[config.mk]
export PLATFORM = sky130hd
export DESIGN_NAME = xfer_ctl
export DESIGN_NICKNAME = d
export VERILOG_FILES = /design/src/rtl/xfer_pkg.sv /design/src/rtl/xfer_decode.sv /design/src/rtl/xfer_frame_track.sv /design/src/rtl/xfer_ctl.sv
export SDC_FILE = /design/constraint.sdc
export NUM_CORES = 1
export LEC_CHECK = 0
export ABC_AREA = 1
export CAP_MARGIN = 20
export CORE_ASPECT_RATIO = 1.5
export CORE_MARGIN = 2
export CORE_UTILIZATION = 47
export DETAILED_ROUTE_END_ITERATION = 12
export GPL_TIMING_DRIVEN = 0
export HOLD_SLACK_MARGIN = 0.1
export PLACE_DENSITY = 0.88
export RECOVER_POWER = 25
export SKIP_LAST_GASP = 1
export SYNTH_ARGS = -nofsm -noshare
export SYNTH_HDL_FRONTEND = slang
export SYNTH_SLANG_ARGS = --single-unit
[constraint.sdc]
create_clock -name clk -period 1.8 [get_ports clk]
set_input_delay 0.36 -clock clk [delete_from_list [all_inputs] [get_ports clk]]
set_output_delay 0.36 -clock clk [all_outputs]
set_load 0.05 [all_outputs]
[src/rtl/xfer_pkg.sv]
package xfer_pkg;
  typedef enum logic [2:0] {
    OP_NONE,
    OP_TRAP,
    OP_CALL_REL,
    OP_CALL_REG,
    OP_RETURN
  } xfer_op_e;

  typedef enum logic {
    SEQ_IDLE,
    SEQ_VEC
  } seq_state_e;
endpackage

[src/rtl/xfer_decode.sv]
module xfer_decode
  import xfer_pkg::*;
#(
  parameter int unsigned W        = 16,
  parameter int unsigned RA_W     = 3,
  parameter int unsigned LINK_IDX = 7,
  parameter int unsigned VEC_W    = 8,
  parameter int unsigned REL_W    = 11
) (
  input  logic [W-1:0]    insn_i,
  output xfer_op_e        op_o,
  output logic [RA_W-1:0] raddr_o,
  output logic [W-1:0]    rel_o,
  output logic [W-1:0]    vaddr_o
);
  localparam logic [W-1:0] RET_WORD = {4'hC, 3'b000, RA_W'(LINK_IDX), 6'b000000};

  logic [3:0] opc;
  logic       trap_hit, call_hit, reg_fields_ok;

  assign opc           = insn_i[W-1 -: 4];
  assign trap_hit      = (opc == 4'hF) && (insn_i[W-5 -: 4] == 4'h0);
  assign call_hit      = (opc == 4'h4);
  assign reg_fields_ok = (insn_i[10:9] == 2'b00) && (insn_i[5:0] == 6'd0);

  always_comb begin
    op_o = OP_NONE;
    if (trap_hit)                       op_o = OP_TRAP;
    else if (call_hit && insn_i[11])    op_o = OP_CALL_REL;
    else if (call_hit && reg_fields_ok) op_o = OP_CALL_REG;
    else if (insn_i == RET_WORD)        op_o = OP_RETURN;
  end

  assign raddr_o = (op_o == OP_RETURN) ? RA_W'(LINK_IDX) : insn_i[8:6];
  assign rel_o   = {{(W-REL_W){insn_i[REL_W-1]}}, insn_i[REL_W-1:0]};
  assign vaddr_o = {{(W-VEC_W){1'b0}}, insn_i[VEC_W-1:0]};
endmodule

[src/rtl/xfer_frame_track.sv]
module xfer_frame_track #(
  parameter int unsigned DEPTH = 4
) (
  input  logic clk,
  input  logic rst_n,
  input  logic push_i,
  input  logic push_trap_i,
  input  logic pop_i,
  output logic priv_o
);
  localparam int unsigned CW = $clog2(DEPTH + 1);

  logic [DEPTH-1:0] kind_q;
  logic [DEPTH-1:0] live;
  logic [CW-1:0]    cnt_q;
  logic             priv_q, full, rem_trap;

  always_comb begin
    for (int i = 0; i < DEPTH; i++) live[i] = (CW'(i) < cnt_q);
  end

  assign full     = (cnt_q == CW'(DEPTH));
  assign rem_trap = |(kind_q[DEPTH-1:1] & live[DEPTH-1:1]);

  always_ff @(posedge clk or negedge rst_n) begin
    if (!rst_n) begin
      kind_q <= '0;
      cnt_q  <= '0;
      priv_q <= 1'b0;
    end else if (push_i) begin
      kind_q <= {kind_q[DEPTH-2:0], push_trap_i};
      if (!full) cnt_q <= cnt_q + CW'(1);
      if (push_trap_i) priv_q <= 1'b1;
    end else if (pop_i && (cnt_q != '0)) begin
      kind_q <= {1'b0, kind_q[DEPTH-1:1]};
      cnt_q  <= cnt_q - CW'(1);
      if (kind_q[0]) priv_q <= rem_trap;
    end
  end

  assign priv_o = priv_q;

  assert_depth_bound_R12: assert property (@(posedge clk) disable iff (!rst_n)
    cnt_q <= CW'(DEPTH));
  assert_empty_return_R10: assert property (@(posedge clk) disable iff (!rst_n)
    (pop_i && !push_i && cnt_q == '0) |=> $stable(priv_o));
  assert_call_return_R9: assert property (@(posedge clk) disable iff (!rst_n)
    (pop_i && !push_i && cnt_q != '0 && !kind_q[0]) |=> $stable(priv_o));
endmodule

[src/rtl/xfer_ctl.sv]
module xfer_ctl
  import xfer_pkg::*;
#(
  parameter int unsigned W           = 16,
  parameter int unsigned RA_W        = 3,
  parameter int unsigned FRAME_DEPTH = 4
) (
  input  logic            clk,
  input  logic            rst_n,
  input  logic            insn_valid,
  output logic            insn_ready,
  input  logic [W-1:0]    insn,
  input  logic [W-1:0]    pc_inc,
  output logic [RA_W-1:0] rf_raddr,
  input  logic [W-1:0]    rf_data,
  output logic            mem_req,
  output logic [W-1:0]    mem_addr,
  input  logic [W-1:0]    mem_rdata,
  output logic            pc_load,
  output logic [W-1:0]    pc_next,
  output logic            link_we,
  output logic [W-1:0]    link_data,
  output logic            busy,
  output logic            priv_mode
);
  xfer_op_e   op;
  seq_state_e st_q;
  logic [W-1:0] rel, vaddr;
  logic accept, is_xfer_in, is_trap_in, is_ret_in;

  xfer_decode #(.W(W), .RA_W(RA_W), .LINK_IDX(7), .VEC_W(8), .REL_W(11)) u_dec (
    .insn_i (insn),
    .op_o   (op),
    .raddr_o(rf_raddr),
    .rel_o  (rel),
    .vaddr_o(vaddr)
  );

  assign busy       = (st_q == SEQ_VEC);
  assign insn_ready = !busy;
  assign accept     = insn_valid && insn_ready;
  assign is_trap_in = accept && (op == OP_TRAP);
  assign is_ret_in  = accept && (op == OP_RETURN);
  assign is_xfer_in = accept && (op == OP_TRAP || op == OP_CALL_REL || op == OP_CALL_REG);

  xfer_frame_track #(.DEPTH(FRAME_DEPTH)) u_frames (
    .clk        (clk),
    .rst_n      (rst_n),
    .push_i     (is_xfer_in),
    .push_trap_i(op == OP_TRAP),
    .pop_i      (is_ret_in),
    .priv_o     (priv_mode)
  );

  always_ff @(posedge clk or negedge rst_n) begin
    if (!rst_n) begin
      st_q      <= SEQ_IDLE;
      mem_req   <= 1'b0;
      mem_addr  <= '0;
      pc_load   <= 1'b0;
      pc_next   <= '0;
      link_we   <= 1'b0;
      link_data <= '0;
    end else begin
      pc_load <= 1'b0;
      link_we <= 1'b0;
      mem_req <= 1'b0;
      if (st_q == SEQ_VEC) begin
        pc_load <= 1'b1;
        pc_next <= mem_rdata;
        st_q    <= SEQ_IDLE;
      end else if (accept) begin
        unique case (op)
          OP_TRAP: begin
            st_q      <= SEQ_VEC;
            mem_req   <= 1'b1;
            mem_addr  <= vaddr;
            link_we   <= 1'b1;
            link_data <= pc_inc;
          end
          OP_CALL_REL: begin
            pc_load   <= 1'b1;
            pc_next   <= pc_inc + rel;
            link_we   <= 1'b1;
            link_data <= pc_inc;
          end
          OP_CALL_REG: begin
            pc_load   <= 1'b1;
            pc_next   <= rf_data;
            link_we   <= 1'b1;
            link_data <= pc_inc;
          end
          OP_RETURN: begin
            pc_load <= 1'b1;
            pc_next <= rf_data;
          end
          default: ;
        endcase
      end
    end
  end

  assert_vec_then_load_R3: assert property (@(posedge clk) disable iff (!rst_n)
    mem_req |=> (pc_load && !busy && !mem_req));
  assert_trap_link_R2: assert property (@(posedge clk) disable iff (!rst_n)
    mem_req |-> (link_we && busy));
  assert_trap_priv_R8: assert property (@(posedge clk) disable iff (!rst_n)
    is_trap_in |=> priv_mode);
  assert_stall_R11: assert property (@(posedge clk) disable iff (!rst_n)
    busy |=> !busy);
  assert_ret_no_link_R6: assert property (@(posedge clk) disable iff (!rst_n)
    is_ret_in |=> (pc_load && !link_we));
  assert_other_quiet_R7: assert property (@(posedge clk) disable iff (!rst_n)
    (accept && op == OP_NONE) |=> (!pc_load && !link_we && !mem_req && $stable(priv_mode)));
endmodule

After elaboration in Yosys (flattened, before gate mapping)
Cells that the tools add are included.
Word-level totals
  register bits after elaboration: 51
  input port bits: 67
  output and inout port bits: 57
  word-level logic and storage cells: 81
Operators by class
  $add $sub $neg: 3
  magnitude comparators: 3
  equal/unequal tests: 10
  multiplexer cells: 26
  bitwise logic cells: 2
  reduce and logical (&&, ||, !) cells: 28
Operator list (number)
  16-bit two-way mux: 2
  16-bit one-hot mux with 2 select lines: 1
  3-bit two-way mux: 8
  16-bit adder: 1
  16-bit equality test (second input constant): 1
  1-bit two-way mux: 13
  3-bit AND reduction: 3
  3-bit OR reduction: 3
  1-bit logical AND: 8
  4-bit two-way mux: 2
  3-bit by 2-bit equality test with 1-bit output (second input constant): 2
  3-bit equality test (second input constant): 2
  6-bit zero test: 1
  2-bit by 3-bit less-than comparator with 1-bit output (first input constant): 2
  2-bit nonzero test: 3
  3-bit nonzero test: 2
  4-bit by 3-bit equality test with 1-bit output (second input constant): 1
  4-bit equality test (second input constant): 1
  4-bit zero test: 1
  2-bit AND reduction: 2
  3-bit by 1-bit adder with 3-bit output (second input constant): 1
  3-bit bitwise AND: 1
  3-bit by 1-bit equality test with 1-bit output (second input constant): 1
  1-bit by 3-bit less-than comparator with 1-bit output (first input constant): 1
  other kinds (8): 9

Logic depth before layout (Yosys ltp)
  depth in word-level cells: 12
  gate-level depth with buffers: 13
  mapped depth without buffers: 13

By module
A second synthesis with hierarchy kept.
Unflattened totals
  cell total of the unflattened synthesis: 603
  area total of the unflattened synthesis: 4185.3 um2
Modules (own cells, without submodules)
  xfer_ctl: times used 1, cells each 464, area each 3229.3 um2
  xfer_frame_track: times used 1, cells each 73, area each 574.3 um2
  xfer_decode: times used 1, cells each 66, area each 381.6 um2

Least setup slack after synthesis
Ideal clock, no wire load.
  kind: input to register
  from: input port insn[0]
  to: register pc_next[8]
  library setup time: 0.118 ns
  data arrival time: 1.653 ns
  required time: 1.682 ns
  path slack: 0.029 ns
  stages on the path: 13
  buffers on the path: 0
  path through: ha_1 -> inv_1 -> fa_1 -> inv_1 -> nand3_1 -> nand3_1 -> nand2_1 -> nand2_1 -> nand2_1 -> a21oi_1 -> nor2_1 -> nor2_1 -> nor2_1
Between the ends
  cells in the longest elaborated chain, start to end: 11
RTL lines
  start, declared: line xfer_ctl.sv:12  | input logic [W-1:0] insn,
  parallel branches: the longest is 11 deep, another holds 16-bit equality test
  end signal, assigned: line xfer_ctl.sv:70  | pc_next <= mem_rdata;
  end signal, assigned: line xfer_ctl.sv:83  | pc_next <= pc_inc + rel;
  end signal, assigned: line xfer_ctl.sv:89  | pc_next <= rf_data;
  end, declared: line xfer_ctl.sv:20  | output logic [W-1:0] pc_next,
Parallel ways; which one is timed is not known. The select of a mux whose other input is x is not followed.
A chain may end at the register's enable or synchronous reset.

Final worst setup path
  from: register st_q, in the netlist busy
  to: output port insn_ready
Between the ends
  cells in the longest elaborated chain, start to end: 1
RTL lines
  start, declared: line xfer_ctl.sv:27  | seq_state_e st_q;
  start signal, assigned: line xfer_ctl.sv:57  | st_q <= SEQ_IDLE;
  start signal, assigned: line xfer_ctl.sv:71  | st_q <= SEQ_IDLE;
  start signal, assigned: line xfer_ctl.sv:75  | st_q <= SEQ_VEC;
  1-bit zero test: line xfer_ctl.sv:40  | assign insn_ready = !busy;
  end, declared: line xfer_ctl.sv:11  | output logic insn_ready,
Every way passes these cells.

==> flow_summary.yaml <==
status:
  outcome: "complete, but fails checks"
  violations: "setup timing"
routing:
  ant_nets: 0
  drtPass1Iterations: 5
  wl_per_cell_um: 14.2
  finalWirelength_mm: 11.8
  viasPerCell: 5.04
  first_iter_violations: 310
  drc_errors: 0
  routed-via-count: 4195
worst_setup_path:
  crit_type: "reg2out"
  start_kind: "register"
  end_kind: "primary output"
  rrSetupSlack_ns: 0.21
  cpLargestDelayFamily: "buffers and inverters"
  crit_path_cell_trace: "buf_4 -> clkinvlp_4 -> buf_4 -> buf_4"
  crit_fanout: 10
  critPathRequiredTime_ns: 1.44
  crit_buf_inv: 4
  crit_start: "busy"
  crit-reg2reg-launch: "u_frames.cnt_q[0]"
  crit_arrival_ns: 1.44
  cp_common_cell: "buf_4"
  crit_path_max_incr_delay_ns: 0.43
  slowest_stage: "dfrtp_2"
power:
  ir_drop_v: 0.000605
  p_total_uw: 4570
  p_leak_uw: 0.00317
  power_density_nw_per_um2: 817
logic_synthesis:
  synth_area_per_cell_um2: 6.57
  ys.flop_type: "dfrtp_1"
  synth_cell_types: 35
  synthCells: 586
  yosysMostFrequentCell: "nand2_1"
  synth_commonest_cells: "248 x nand2_1, 72 x inv_1, 51 x dfrtp_1"
  synthArstFlopShare_pct: 100
  ys_seq_area_share_pct: 33.1
  yosysWarnings: 0
  netlist_area_um2: 3850
  yosys-top-cells-area: "dfrtp_1 33%, nand2_1 24%, inv_1 7.0%, ha_1 6.2%, nand3_1 5.5%"
  synth_seq_cells: 51
  synth-edff-count: 0
  yosysTopAreaCell: "dfrtp_1"
  synth_top_area_share_pct: 33.1
clocking:
  clock-root-buffer: "clkbuf_16"
  cts.clk_slew.worst_paths_ns: 0.07
  cts_tree: "built"
  cts_num_sinks: 51
  cts_buffers: 5
  cts_max_path_buffers: 2
  htree_levels: 2
  clk_latency_ns: 0.30
floorplanning:
  core-area_um2: 7960
  fp-row-count: 40
  die_h_um: 115
  die_width_um: 77.9
  start_util_pct: 48.4
  die_area_um2: 8950
  pin_count: 124
sta:
  rsz0062_at_grt: "yes"
  finalHoldViolations: 0
  finalCriticalPeriod_ns: 1.80
  post-route-period-util_pct: 100
  setup_viol: 1
  setup_ws_ns: -0.00327
  fmax_mhz: 555
  finalMaxSlewViolations: 0
  tightest_slew_ns: 0.560
  clock_skew_ns: 0.00372
  max_slew_margin_pct: 62.7
placement:
  gp_congestion: 0.878
  post-dp-hpwl_mm: 8.82
  numPortBuffers: 115
  placed_cells: 814
layout:
  area_growth_pct: 45.1
  diodes: 0
  final_nets: 813
  fin_util_pct: 70.2
  layout-drive-gt1-share_pct: 15.4
  stdcell_count: 832
global_route:
  grt_antenna_before_repair: 0
  grt_max_degree: 32
  overflow: 0
  track_usage_pct: 26.2
  grt_pass1_vias: 4099
  grt_pass1_wl_mm: 18.8
job:
  cap_violations: 0
hold_path:
  worstHoldStart: "pc_inc[0]"
  min_path_type: "in2reg"
[power breakdown]
part	switching (uW)	internal (uW)	leakage (uW)
combinational	1330	613	0.00243
clock	445	700	0.0000875
sequential	121	1360	0.000651
[registers in the layout, summed over array words and instances, names as in the netlist]
name / flops
link_data: 16
pc_next: 16
mem_addr: 8
u_frames.kind_q: 4
u_frames.cnt_q: 3
busy: 1
link_we: 1
pc_load: 1
u_frames.priv_o: 1
[metal layers]
layer	share of wire [%]	routed length, um	GRT usage, %
met4	3.4	399	10.6
met1	36	4270	27.5
met3	5.9	701	4.24
met2	55	6440	50.9
met5	0	0	0
[cells by family after synthesis]
group / after synthesis / synth area share (%)
compound gates: 32 / 4.42
simple gates: 374 / 41.5
buf+inv: 100 / 12.3
fa+ha+maj: 20 / 6.69
other cells: 1 / 0.0974
xor+xnor: 7 / 1.59
flops: 51 / 33.1
mux: 1 / 0.260
[per-stage QoR]
stage | instance area (um2) | TNS, ns | hold WS (ns) | worst slack, ns
after floorplan | 3880 | 0 | 0.0644 | 0.0290
after global placement | 5160 | -78.75 | 0.462 | -1.13
after detailed placement | 5170 | -23.65 | 0.368 | -0.791
after CTS | 5480 | -0.164 | 0.427 | -0.164
after global routing | 5590 | -0.0956 | 0.303 | -0.0494
final | 5590 | -0.00327 | 0.289 | -0.00327
[cell usage in the layout (no fill, tap or decap), types with 4 or more instances in the layout]
cell / n
nand2_2: 14
xor2_1: 4
ha_1: 5
nand3_1: 40
ha_4: 13
clkbuf_2: 11
nand3b_1: 4
o21ai_0: 5
inv_1: 68
clkbuf_16: 6
buf_6: 4
nor2_1: 39
nor2_2: 7
dlymetal6s2s_1: 6
buf_4: 20
clkbuf_1: 5
nand2_4: 4
conb_1: 8
dlygate4sd2_1: 56
nand2_1: 246
nand4_1: 7
a21oi_1: 19
dfrtp_1: 50
clkdlybuf4s50_1: 38
[layout make-up]
class / count / area [um2]
Timing Repair Buffer: 126 / 1140
Inverter: 76 / 297
Buffer: 24 / 196
Clock buffer: 6 / 139
Clock inverter: 2 / 38.8
Tap cell: 105 / 131
Sequential cell: 51 / 1280
Fill cell: 680 / 2370
Multi-Input combinational cell: 442 / 2370
[worst reg2reg max path: stages (launching register included)]
cell	delay, ns
dfrtp_1	0.46
inv_1	0.10
ha_1	0.22
nand2_1	0.09
nand4_1	0.17
nand2_1	0.23
nand2_1	0.11
nand2_1	0.06
o21ai_1	0.05
[final timing paths]
| path | end | cells after the start |
|---|---|---|
| setup / recovery | insn_ready | 4 |
| hold / removal | link_data[0] | 3 |
| setup reg to reg | u_frames.priv_o | 8 |
| hold reg to reg | link_data[12] | 2 |
| max in group asynchronous | busy | 3 |
| min in group asynchronous | pc_next[13] | 2 |
[timing repair]
item                                    CTS  global route
hold endpoints to repair                 20             0
hold buffers                              1             0
cloned                                    0             1
gates resized for setup                 103            50
pin swaps                                 2             7
setup buffers                             3             5
endpoints found under the setup margin   92            37
Note: power is estimated with default switching activity, not from simulation.
